### src/rtl/mbx_pkg.sv
package mbx_pkg;
    localparam int ADDR_W = 12;

    localparam logic [ADDR_W-1:0] OFS_REV      = 12'h000;
    localparam logic [ADDR_W-1:0] OFS_MSG      = 12'h040;
    localparam logic [ADDR_W-1:0] OFS_FULL     = 12'h080;
    localparam logic [ADDR_W-1:0] OFS_CNT      = 12'h0C0;
    localparam logic [ADDR_W-1:0] OFS_USR_CUR  = 12'h104;
    localparam logic [ADDR_W-1:0] OFS_USR_LEG  = 12'h100;
    localparam int                STRIDE_CUR   = 16;
    localparam int                STRIDE_LEG   = 8;

    typedef enum logic [3:0] {
        ACC_NONE,
        ACC_REV,
        ACC_MSG,
        ACC_FULL,
        ACC_CNT,
        ACC_STAT,
        ACC_ENSET,
        ACC_ENCLR,
        ACC_ENRW
    } acc_e;
endpackage

### src/rtl/mbx_fifo.sv
module mbx_fifo #(
    parameter int DEPTH = 4,
    parameter int DW    = 32,
    localparam int PW   = (DEPTH > 1) ? $clog2(DEPTH) : 1,
    localparam int CW   = $clog2(DEPTH + 1)
) (
    input  logic          clk,
    input  logic          rst_n,
    input  logic          push_i,
    input  logic          pop_i,
    input  logic [DW-1:0] data_i,
    output logic [DW-1:0] head_o,
    output logic [CW-1:0] count_o,
    output logic          full_o,
    output logic          new_evt_o,
    output logic          room_evt_o
);
    typedef struct packed {
        logic [DEPTH-1:0][DW-1:0] mem;
        logic [PW-1:0]            wp;
        logic [PW-1:0]            rp;
        logic [CW-1:0]            cnt;
    } fifo_st_t;

    fifo_st_t s_d, s_q;
    logic     empty, do_push, do_pop;

    function automatic logic [PW-1:0] bump(input logic [PW-1:0] p);
        return (p == PW'(DEPTH - 1)) ? '0 : p + 1'b1;
    endfunction

    assign full_o     = (s_q.cnt == CW'(DEPTH));
    assign empty      = (s_q.cnt == '0);
    assign do_push    = push_i && !full_o;
    assign do_pop     = pop_i && !empty;
    assign new_evt_o  = do_push;
    assign room_evt_o = do_pop && full_o;
    assign head_o     = s_q.mem[s_q.rp];
    assign count_o    = s_q.cnt;

    always_comb begin
        s_d = s_q;
        if (do_push) begin
            s_d.mem[s_q.wp] = data_i;
            s_d.wp          = bump(s_q.wp);
        end
        if (do_pop) begin
            s_d.rp = bump(s_q.rp);
        end
        s_d.cnt = s_q.cnt + CW'(do_push) - CW'(do_pop);
    end

    always_ff @(posedge clk) begin
        if (!rst_n) s_q <= '0;
        else        s_q <= s_d;
    end


    cnt_bound_chk: assert property (@(posedge clk) disable iff (!rst_n)
        count_o <= CW'(DEPTH));


    full_drop_chk: assert property (@(posedge clk) disable iff (!rst_n)
        (push_i && !pop_i && full_o) |=> $stable(count_o));


    empty_pop_chk: assert property (@(posedge clk) disable iff (!rst_n)
        (pop_i && !push_i && count_o == '0) |=> (count_o == '0));
endmodule

### src/rtl/mbx_user.sv
module mbx_user #(
    parameter int W = 8
) (
    input  logic         clk,
    input  logic         rst_n,
    input  logic [W-1:0] evt_i,
    input  logic [W-1:0] st_clr_i,
    input  logic [W-1:0] en_set_i,
    input  logic [W-1:0] en_clr_i,
    output logic [W-1:0] status_o,
    output logic [W-1:0] enable_o,
    output logic         irq_o
);
    typedef struct packed {
        logic [W-1:0] st;
        logic [W-1:0] en;
    } usr_st_t;

    usr_st_t u_d, u_q;

    always_comb begin
        u_d    = u_q;
        u_d.st = (u_q.st & ~st_clr_i) | evt_i;
        u_d.en = (u_q.en & ~en_clr_i) | en_set_i;
    end

    always_ff @(posedge clk) begin
        if (!rst_n) u_q <= '0;
        else        u_q <= u_d;
    end

    assign status_o = u_q.st;
    assign enable_o = u_q.en;
    assign irq_o    = |(u_q.st & u_q.en);


    evt_latch_chk: assert property (@(posedge clk) disable iff (!rst_n)
        (evt_i != '0) |=> ((status_o & $past(evt_i)) == $past(evt_i)));


    w1c_chk: assert property (@(posedge clk) disable iff (!rst_n)
        (evt_i == '0) |=> ((status_o & $past(st_clr_i)) == '0));


    en_hold_chk: assert property (@(posedge clk) disable iff (!rst_n)
        (en_set_i == '0 && en_clr_i == '0) |=> $stable(enable_o));
endmodule

### src/rtl/mbx_ctrl.sv
module mbx_ctrl
    import mbx_pkg::*;
#(
    parameter int          NUM_FIFOS  = 4,
    parameter int          NUM_USERS  = 3,
    parameter int          FIFO_DEPTH = 4,
    parameter bit          LEGACY_MAP = 1'b0,
    parameter logic [31:0] REVISION   = 32'h0003_0105,
    localparam int         W          = 2 * NUM_FIFOS,
    localparam int         FW         = (NUM_FIFOS > 1) ? $clog2(NUM_FIFOS) : 1,
    localparam int         UW         = (NUM_USERS > 1) ? $clog2(NUM_USERS) : 1,
    localparam int         CW         = $clog2(FIFO_DEPTH + 1)
) (
    input  logic                 clk,
    input  logic                 rst_n,
    input  logic                 bus_sel,
    input  logic                 bus_wr,
    input  logic [ADDR_W-1:0]    bus_addr,
    input  logic [31:0]          bus_wdata,
    output logic [31:0]          bus_rdata,
    output logic [NUM_USERS-1:0] irq_o
);
    acc_e          kind;
    logic [FW-1:0] fsel;
    logic [UW-1:0] usel;

    logic [31:0]   head   [NUM_FIFOS];
    logic [CW-1:0] cnt    [NUM_FIFOS];
    logic          full   [NUM_FIFOS];
    logic [W-1:0]  evt;
    logic [W-1:0]  status [NUM_USERS];
    logic [W-1:0]  enable [NUM_USERS];
    logic          unused_wdata_bits;

    assign unused_wdata_bits = ^bus_wdata;

    always_comb begin
        kind = ACC_NONE;
        fsel = '0;
        usel = '0;
        if (bus_sel) begin
            if (bus_addr == OFS_REV) kind = ACC_REV;
            for (int m = 0; m < NUM_FIFOS; m++) begin
                if (bus_addr == OFS_MSG + 12'(4 * m)) begin
                    kind = ACC_MSG;  fsel = FW'(m);
                end
                if (bus_addr == OFS_FULL + 12'(4 * m)) begin
                    kind = ACC_FULL; fsel = FW'(m);
                end
                if (bus_addr == OFS_CNT + 12'(4 * m)) begin
                    kind = ACC_CNT;  fsel = FW'(m);
                end
            end
            for (int u = 0; u < NUM_USERS; u++) begin
                if (LEGACY_MAP) begin
                    if (bus_addr == OFS_USR_LEG + 12'(STRIDE_LEG * u)) begin
                        kind = ACC_STAT; usel = UW'(u);
                    end
                    if (bus_addr == OFS_USR_LEG + 12'(STRIDE_LEG * u + 4)) begin
                        kind = ACC_ENRW; usel = UW'(u);
                    end
                end else begin
                    if (bus_addr == OFS_USR_CUR + 12'(STRIDE_CUR * u)) begin
                        kind = ACC_STAT;  usel = UW'(u);
                    end
                    if (bus_addr == OFS_USR_CUR + 12'(STRIDE_CUR * u + 4)) begin
                        kind = ACC_ENSET; usel = UW'(u);
                    end
                    if (bus_addr == OFS_USR_CUR + 12'(STRIDE_CUR * u + 8)) begin
                        kind = ACC_ENCLR; usel = UW'(u);
                    end
                end
            end
        end
    end

    generate
        for (genvar m = 0; m < NUM_FIFOS; m++) begin : g_fifo
            logic push, pop;
            assign push = (kind == ACC_MSG) && bus_wr  && (fsel == FW'(m));
            assign pop  = (kind == ACC_MSG) && !bus_wr && (fsel == FW'(m));
            mbx_fifo #(.DEPTH(FIFO_DEPTH), .DW(32)) u_fifo (
                .clk        (clk),
                .rst_n      (rst_n),
                .push_i     (push),
                .pop_i      (pop),
                .data_i     (bus_wdata),
                .head_o     (head[m]),
                .count_o    (cnt[m]),
                .full_o     (full[m]),
                .new_evt_o  (evt[2*m]),
                .room_evt_o (evt[2*m+1])
            );
        end

        for (genvar u = 0; u < NUM_USERS; u++) begin : g_user
            logic         hit, wr_hit;
            logic [W-1:0] st_clr, en_set, en_clr;
            assign hit    = (usel == UW'(u));
            assign wr_hit = hit && bus_wr;
            assign st_clr = (wr_hit && kind == ACC_STAT) ? bus_wdata[W-1:0] : '0;
            assign en_set = (wr_hit && (kind == ACC_ENSET || kind == ACC_ENRW))
                            ? bus_wdata[W-1:0] : '0;
            assign en_clr = (wr_hit && kind == ACC_ENCLR) ? bus_wdata[W-1:0]
                          : (wr_hit && kind == ACC_ENRW)  ? ~bus_wdata[W-1:0] : '0;
            mbx_user #(.W(W)) u_user (
                .clk      (clk),
                .rst_n    (rst_n),
                .evt_i    (evt),
                .st_clr_i (st_clr),
                .en_set_i (en_set),
                .en_clr_i (en_clr),
                .status_o (status[u]),
                .enable_o (enable[u]),
                .irq_o    (irq_o[u])
            );
        end
    endgenerate

    always_comb begin
        bus_rdata = '0;
        if (!bus_wr) begin
            unique case (kind)
                ACC_REV:  bus_rdata = REVISION;
                ACC_MSG:  bus_rdata = (cnt[fsel] != '0) ? head[fsel] : '0;
                ACC_FULL: bus_rdata = {31'd0, full[fsel]};
                ACC_CNT:  bus_rdata = 32'(cnt[fsel]);
                ACC_STAT: bus_rdata = 32'(status[usel]);
                ACC_ENSET, ACC_ENCLR, ACC_ENRW:
                          bus_rdata = 32'(enable[usel]);
                default:  bus_rdata = '0;
            endcase
        end
    end


    rev_read_chk: assert property (@(posedge clk) disable iff (!rst_n)
        (bus_sel && !bus_wr && bus_addr == OFS_REV) |-> (bus_rdata == REVISION));


    empty_read_chk: assert property (@(posedge clk) disable iff (!rst_n)
        (kind == ACC_MSG && !bus_wr && cnt[fsel] == '0) |-> (bus_rdata == '0));


    irq_reset_chk: assert property (@(posedge clk)
        $past(!rst_n) |-> (irq_o == '0));
endmodule

### config.mk
export PLATFORM = sky130hd
export DESIGN_NAME = mbx_ctrl
export DESIGN_NICKNAME = d
export VERILOG_FILES = /design/src/rtl/mbx_pkg.sv /design/src/rtl/mbx_fifo.sv /design/src/rtl/mbx_user.sv /design/src/rtl/mbx_ctrl.sv
export SDC_FILE = /design/constraint.sdc
export NUM_CORES = 1
export LEC_CHECK = 0
export ABC_AREA = 1
export ABC_CLOCK_PERIOD_IN_PS = 4200
export BUFFER_PORTS_ARGS = -buffer_cell sky130_fd_sc_hd__buf_2
export CAP_MARGIN = 20
export CELL_PAD_IN_SITES_DETAIL_PLACEMENT = 1
export CELL_PAD_IN_SITES_GLOBAL_PLACEMENT = 1
export CORE_ASPECT_RATIO = 1.2
export CORE_MARGIN = 2
export CORE_UTILIZATION = 45
export DETAILED_ROUTE_END_ITERATION = 8
export PLACE_DENSITY_LB_ADDON = 0.3
export SLEW_MARGIN = 20
export SYNTH_ARGS = -nofsm -noshare
export SYNTH_HDL_FRONTEND = slang
export SYNTH_HIERARCHICAL = 1
export SYNTH_SLANG_ARGS = --single-unit
export TNS_END_PERCENT = 10
### constraint.sdc
create_clock -name clk -period 4.2 [get_ports clk]
set_input_delay 0 -clock clk [delete_from_list [all_inputs] [get_ports clk]]
set_output_delay 0 -clock clk [all_outputs]
set_load 0.1 [all_outputs]
==> key figures, run 1 <==
Clocking
  • Sink Count: 588
  • Worst skew pair latency: 0.64 ns
  • CTS Buffer Depth: 3
  • Post-CTS resize count: 0
  • TritonCTS Buffers: between 60 and 70
  • Root Buffer: clkbuf_16
  • Reg clk slew, reported paths: 0.06 ns
  • H-tree depth: 3
  • CTS tree: built

Logic synthesis
  • Area contributors post-synth: dfxtp_1 34%, inv_1 14%, nand2_1 13%
  • Gate Count Post-Synth: approximately 5700
  • Synth Area in Compound Gates: around a tenth
  • Area share of fa/ha/maj cells after synthesis: between 1 and 1.5%
  • Yosys cell types: 42
  • Post-Synth XOR/XNOR Area: less than 1%
  • Post-Synth Simple-Gate Area: 35.71%
  • Mux share of post-synthesis cell area: 0%
  • Area leader, netlist: dfxtp_1
  • Largest family of logic cells by synthesized area: simple AND/OR/NAND/NOR gates
  • Cell Area, Synth: ~35000 um2
  • Share of the synthesized area in the top cell type: 34.09%
  • Post-synthesis sequential area ratio: 34.09%
  • Synth Register Bits: 588
  • Post-Syn Area per Cell: ~6 um2
  • Synth warn: 6
  • Syn nets: between 5000 and 6000

Place
  • Placement Cell Area: 35320 um2
  • DP HPWL: 84980 um
  • I/O Buffers: 82
  • GP Congestion: 0.9040

Pwr
  • Sw Pwr: around 0.0030 W
  • Clock share of power: just over 50%
  • Comb pwr share: 4.1%
  • Sw frac: 23.96%
  • VDD IR-drop max: 0.0002666 V
  • PD cells: ~330 nW/um2
  • Internal Power: around 0.0094 W
  • Reg power frac: 45.2%
  • Leak: between 15 and 20 nW

Drt
  • Routed WL: 134100 um
  • DRC: 0
  • 1st-iter DRT viols: 2713
  • Pre-Repair DR Iteration Count: 5
  • Vias/cell: 5.476
  • Antenna-violating nets left: 0
  • WL/cell: 20.03 um
  • Via count: 36660

Run status
  • Status: finished, final reports clean

Layout
  • Most common cell after layout, fill and taps aside: inv_1
  • Area Growth Syn to Fin: 9.718%
  • Post-layout instance area: 37890 um2
  • Fillers: 10580
  • # diodes: 0
  • Share of cells above drive strength 1: between 6 and 7%
  • Commonest non-fill, non-tap cells in the layout: 1274 x inv_1, 1235 x nand2_1, 993 x nor2_1
  • Nets: 5701
  • Final Util: 49.69%

Timing
  • Slew at the pin with the worst max-slew slack: around 1.1 ns
  • Min Tclk post-route: a little under 4 ns
  • Setup Skew: 0.03168 ns
  • Setup repair after global routing missed its margin: false
  • TNS Setup: 0 ns
  • Slew margin rel.: 27.87%
  • Tcrit/Tclk final: a little over nine tenths
  • Final Hold Fails: 0
  • Max Freq: 253.2 MHz
  • Final setup viols: 0
  • Final Slew Violations: 0

Critical path
  • Max FO, Critical Path: 23
  • Slowest CP cell: dfxtp_1
  • Reg2reg setup slack: between 1.5 and 2 ns
  • WS Path Type: flip-flop to primary output
  • CP dominant cell by count: nor2_1
  • Worst R2R Path Depth: 10
  • RR Startpoint: g_fifo[3].u_fifo/count_o[1]
  • Worst path bufs/invs: 3
  • Worst path required time: approximately 4.2 ns
  • Max incr delay on CP: 0.63 ns
  • Reg2reg end: g_fifo[3].u_fifo/count_o[2]
  • Worst-path cell chain: inv_1, buf_12, o21ai_0, o22ai_1, a22oi_1, nand2_1, nand2_1, nor2_1, nor2_1, nor2_1, buf_2
  • Data arrival time of the critical path: between 3 and 4 ns
  • Crit. End Element: primary output
  • Critical Path Start Type: flip-flop
  • CP top delay family: buffers and inverters

Hold path
  • Hold_sp: bus_wdata[7]
  • Hold Crit Depth: 5
  • Hold/Removal Path Class: primary input to flip-flop
  • Worst hold endpoint: g_fifo[2].u_fifo/s_q[110]

GRT
  • Met2 GRT Util: around 57%
  • Busiest grt layer: met2
  • Initial antenna violation count: 4
  • First-pass GRT wire length: between 200000 and 250000 um
  • Largest net degree at the start of global routing: 133
  • Met1 global-route usage: 40.79%
  • Total GRT Usage: 33.41%
  • Vias in the first global route: 36900
  • GR Util met3: 4.082%
  • Remaining Overflow, GRT: 0

Die
  • Die W: 256.9 um
  • Die area: 78980 um2
  • Io pins: 83
  • Core area: between 70000 and 80000 um2
  • Starting Density: 45.29%
  • Chip height: around 310 um
  • Row count: 111

Run
  • Max-Cap Viols: 0
## power groups by stage
stage | sequential [W] | combinational (W) | clock (W)
2_1_floorplan | 0.00570 | 0.000282 | 0
3_3_place_gp | 0.00570 | 0.000463 | 0
3_5_place_dp | 0.00570 | 0.000470 | 0
4_1_cts | 0.00558 | 0.000493 | 0.00634
5_1_grt | 0.00557 | 0.000546 | 0.00654
6_report | 0.00558 | 0.000506 | 0.00625
## state kept, by name (all words and copies together) (netlist names)
register / count
g_fifo.u_fifo/s_q: 528
g_user.u_user/enable_o: 24
g_user.u_user/status_o: 24
g_fifo.u_fifo/count_o: 12
## cell type report
class / instances / area (um2) / share of cell area (%)
clock inverter: 14 / 201.4 / 0.5317
inverter: 1302 / 4887 / 12.90
sequential: 588 / 11780 / 31.08
timing repair buffer: 209 / 1554 / 4.102
tap: 1017 / 1272 / 3.359
multi-input combinational: 3456 / 16100 / 42.50
clock buffer: 108 / 2096 / 5.532
## through the flow
step	total power, W	setup WS (ns)	std cells	hold WS (ns)
2_1_floorplan	0.005983	0.5777	5747	0.1586
3_3_place_gp	0.006164	0.7800	6545	0.4921
3_5_place_dp	0.006171	0.6591	6545	0.4997
4_1_cts	0.01241	0.3880	6694	0.008735
5_1_grt	0.01266	0.2220	6694	0.06505
6_report	0.01233	0.2511	6694	0.04379
## cells by family after synthesis
group                      after synthesis
and+or+nand+nor                       2858
DFF                                    588
xor gates and xnor gates                 8
AOI/OAI and AO/OA                      562
adders and majority gates               28
buffers and inverters                 1703
## metal layers
layer  vias to the layer above  part of all wire, %
met4                         4                  5.8
met5                         -                0.017
met2                      1157                   47
met3                       322                  5.8
li1                      17360                    -
met1                     17820                   42
## worst max-delay path by stage
stage,depth (start not counted),start,endpoint
after floorplan,12,bus_addr[3],bus_rdata[12]
after global placement,20,bus_addr[4],g_fifo[0].u_fifo/count_o[2]
after detailed placement,21,bus_addr[11],g_fifo[1].u_fifo/count_o[2]
after CTS,11,g_fifo[2].u_fifo/s_q[4],bus_rdata[1]
after global routing,11,g_fifo[2].u_fifo/s_q[4],bus_rdata[1]
final,11,g_fifo[2].u_fifo/s_q[4],bus_rdata[1]
## worst register-to-register path, cell delays in order (launching register included)
cell and delay (ns):
dfxtp_1 0.47, nor2_2 0.10, nand2_4 0.63, nand2_1 0.29, xor2_1 0.25, ha_1 0.17, inv_1 0.05, fa_1 0.41
nand2_1 0.09, nand2_1 0.05, nor2_1 0.12
## synthesized netlist by cell type (all sizes together)
cell type  count
o2111a         1
xor2           8
o22ai        128
a211oi        16
o211ai         7
nor2        1012
nor3           7
a22o           6
nand3         68
o21ai        283
a21oi         61
nand2       1251
fa             4
clkinv        10
ha            24
dfxtp        588
clkbuf       184
o2111ai        2
o31ai          2
buf          217
inv         1292
a31o           3
a31oi          1
nand4        520
a22oi         52
## what timing repair did
item                                   4_1_cts  5_1_grt
hold buffers                                27        0
buffers inserted                             0        0
endpoints found under the hold margin      411        0
(Power assumes the default switching activity.)
==> run 2, diff against run 1 <==
==> constraint.sdc (replaced) <==
create_clock -name clk -period 4.2 [get_ports clk]
set_input_delay 0.21 -clock clk [delete_from_list [all_inputs] [get_ports clk]]
set_output_delay 0.21 -clock clk [all_outputs]
set_load 0.1 [all_outputs]
==> run 2 against run 1 <==
  * Clock-buffer cell count shrank 1
  * Flip-flop and latch count is the same
  * Combinational power shrank 4%
  * Cell count shrank 0.33%
  * Clock skew shrank 0.0089 ns
  * First-iteration DRC count grew 13%
  * Setup slack gained 0.098 ns
  * Critical path depth shrank 4
==> key figures, run 2 (synthesis gave the netlist of run 1 again) <==
Pwr
  • PD cells: 323.5 nW/um2 (-0.60%)
  • Clock share of power: 50.1% (-0.6 points)
  • VDD IR-drop max: 0.0002732 V (+2.5%)
  • Comb pwr share: 4.0% (about the same)
  • Leak: 17.91 nW (-0.50%)
  • Internal Power: 0.009254 W (-1.3%)
  • Sw Pwr: 0.002912 W (-1.4%)
  • Reg power frac: 45.8% (+0.6 points)
  • Sw frac: 23.94% (about the same)

Die
  • Io pins: 83 (unchanged)
  • Core area: 76250 um2 (unchanged)
  • Chip height: 307.5 um (unchanged)
  • Row count: 111 (unchanged)
  • Starting Density: 45.29% (unchanged)
  • Die W: 256.9 um (unchanged)
  • Die area: 78980 um2 (unchanged)

Place
  • I/O Buffers: 82 (unchanged)
  • Placement Cell Area: 35390 um2 (+0.20%)
  • GP Congestion: 0.9144 (+1.2%)
  • DP HPWL: 85150 um (+0.20%)

Drt
  • Vias/cell: 5.488 (+0.21%)
  • Pre-Repair DR Iteration Count: 5 (unchanged)
  • DRC: 0 (unchanged)
  • Antenna-violating nets left: 0 (unchanged)
  • WL/cell: 20.18 um (+0.71%)
  • Routed WL: 134600 um (+0.38%)
  • 1st-iter DRT viols: 3065 (+13%)
  • Via count: 36620 (-0.12%)

Clocking
  • Postcts setup bufs: 0 (unchanged)
  • Post-CTS resize count: 0 (unchanged)
  • CTS tree: built
  • Sink Count: 588 (unchanged)
  • TritonCTS Buffers: 68 (unchanged)
  • Post-CTS Hold Fix Bufs: 0 (-100%)
  • H-tree depth: 3 (unchanged)
  • Worst skew pair latency: 0.63 ns (about the same)
  • Reg clk slew, reported paths: 0.06 ns (about the same)
  • Root Buffer: clkbuf_16
  • CTS Buffer Depth: 3 (unchanged)

Layout
  • Max reg flops: 528 (unchanged)
  • Post-layout instance area: 37610 um2 (-0.73%)
  • Most flops, register: g_fifo.u_fifo/s_q
  • # diodes: 0 (unchanged)
  • Nets: 5685 (-0.28%)
  • Fillers: 10560 (-0.19%)
  • Area Growth Syn to Fin: 8.917%
  • Commonest non-fill, non-tap cells in the layout: 1274 x inv_1, 1235 x nand2_1, 993 x nor2_1
  • Share of cells above drive strength 1: 6.543% (+0.18 points)
  • Most common cell after layout, fill and taps aside: inv_1

Timing
  • Final Hold Fails: 0 (unchanged)
  • Final setup viols: 0 (unchanged)
  • TNS Setup: 0 ns (unchanged)
  • Tcrit/Tclk final: 91.68% (-2.3 points)
  • Slew at the pin with the worst max-slew slack: 0.9615 ns (-0.1204 ns)
  • Min Tclk post-route: 3.850 ns (-0.09844 ns)
  • Setup Skew: 0.02276 ns (-0.008923 ns)
  • Slew margin rel.: 35.90% (+8.0 points)
  • Final Slew Violations: 0 (unchanged)
  • Setup repair after global routing missed its margin: false
  • Max Freq: 259.7 MHz (+2.6%)

GRT
  • Total GRT Usage: 33.46% (+0.042 points)
  • Largest net degree at the start of global routing: 169 (+27%)
  • Remaining Overflow, GRT: 0 (unchanged)
  • First-pass GRT wire length: 207500 um (about the same)
  • Vias in the first global route: 36410 (-1.3%)
  • Initial antenna violation count: 0 (-4)

Critical path
  • Max FO, Critical Path: 67 (+190%)
  • Data arrival time of the critical path: 3.64 ns (-0.31 ns)
  • WS Path Type: flip-flop to primary output
  • Crit. End Element: primary output
  • Worst path required time: 3.99 ns (-0.21 ns)
  • Critical Path Start Type: flip-flop

Run status
  • Status: finished, final reports clean

Run
  • Max-Cap Viols: 0 (unchanged)

Hold path
  • Hold/Removal Path Class: primary input to flip-flop
[run 2: final timing paths]
check | slack (ns) | from | cells past startpoint | to
min | 0.02 | rst_n | 3 | g_fifo[3].u_fifo/s_q[76]
min reg2reg | 0.51 | g_fifo[2].u_fifo/s_q[72] | 4 | g_fifo[2].u_fifo/s_q[72]
max | 0.35 | g_fifo[0].u_fifo/s_q[3] | 7 | bus_rdata[19]
max reg2reg | 1.59 | g_fifo[3].u_fifo/count_o[1] | 7 | g_fifo[3].u_fifo/s_q[72]
[run 2: final cells by class]
class | count | area [um2] | share of cell area [%]
timing repair buffer | 193 | 1354 | 3.599
clock buffer | 107 | 2122 | 5.642
tap | 1017 | 1272 | 3.383
clock inverter | 9 | 98.84 | 0.2628
multi-input combinational | 3456 | 16100 | 42.81
inverter | 1302 | 4887 | 12.99
sequential | 588 | 11780 | 31.31
[run 2: layer usage]
layer	vias up	wire, um	global-route usage, %
met5	-	0	0
li1	17330	-	-
met1	17830	56330	41.96
met4	0	7809	18.43
met2	1116	62000	55.80
met3	341	8478	4.206
[run 2: worst max-delay path: stages (launching register included)]
cell and delay, ns:
dfxtp_2 0.36, buf_4 0.64, o21ai_0 0.25, o22ai_1 0.37
a22o_1 0.31, o21ai_0 0.11, nor2_1 0.40, buf_2 0.52
[run 2: metrics by stage]
step,hold WS [ns],std cells,utilization [%],total power (W),setup slack (ns)
final,0.02003,6672,49.33,0.01217,0.3495
after global routing,0.08356,6672,49.33,0.01248,0.3260
after global placement,0.4910,6556,46.42,0.006166,0.6357
after floorplan,0.3686,5747,-,0.005983,0.1577
after detailed placement,0.4990,6556,46.42,0.006173,0.5711
after CTS,0.02308,6672,49.33,0.01223,0.4499
[run 2: power by group through the flow]
stage	clock, W	sequential [W]	combinational, W
final	0.00610	0.00558	0.000488
after CTS	0.00618	0.00558	0.000476
after floorplan	0	0.00570	0.000282
after detailed placement	0	0.00570	0.000472
after global placement	0	0.00570	0.000465
after global routing	0.00639	0.00557	0.000525
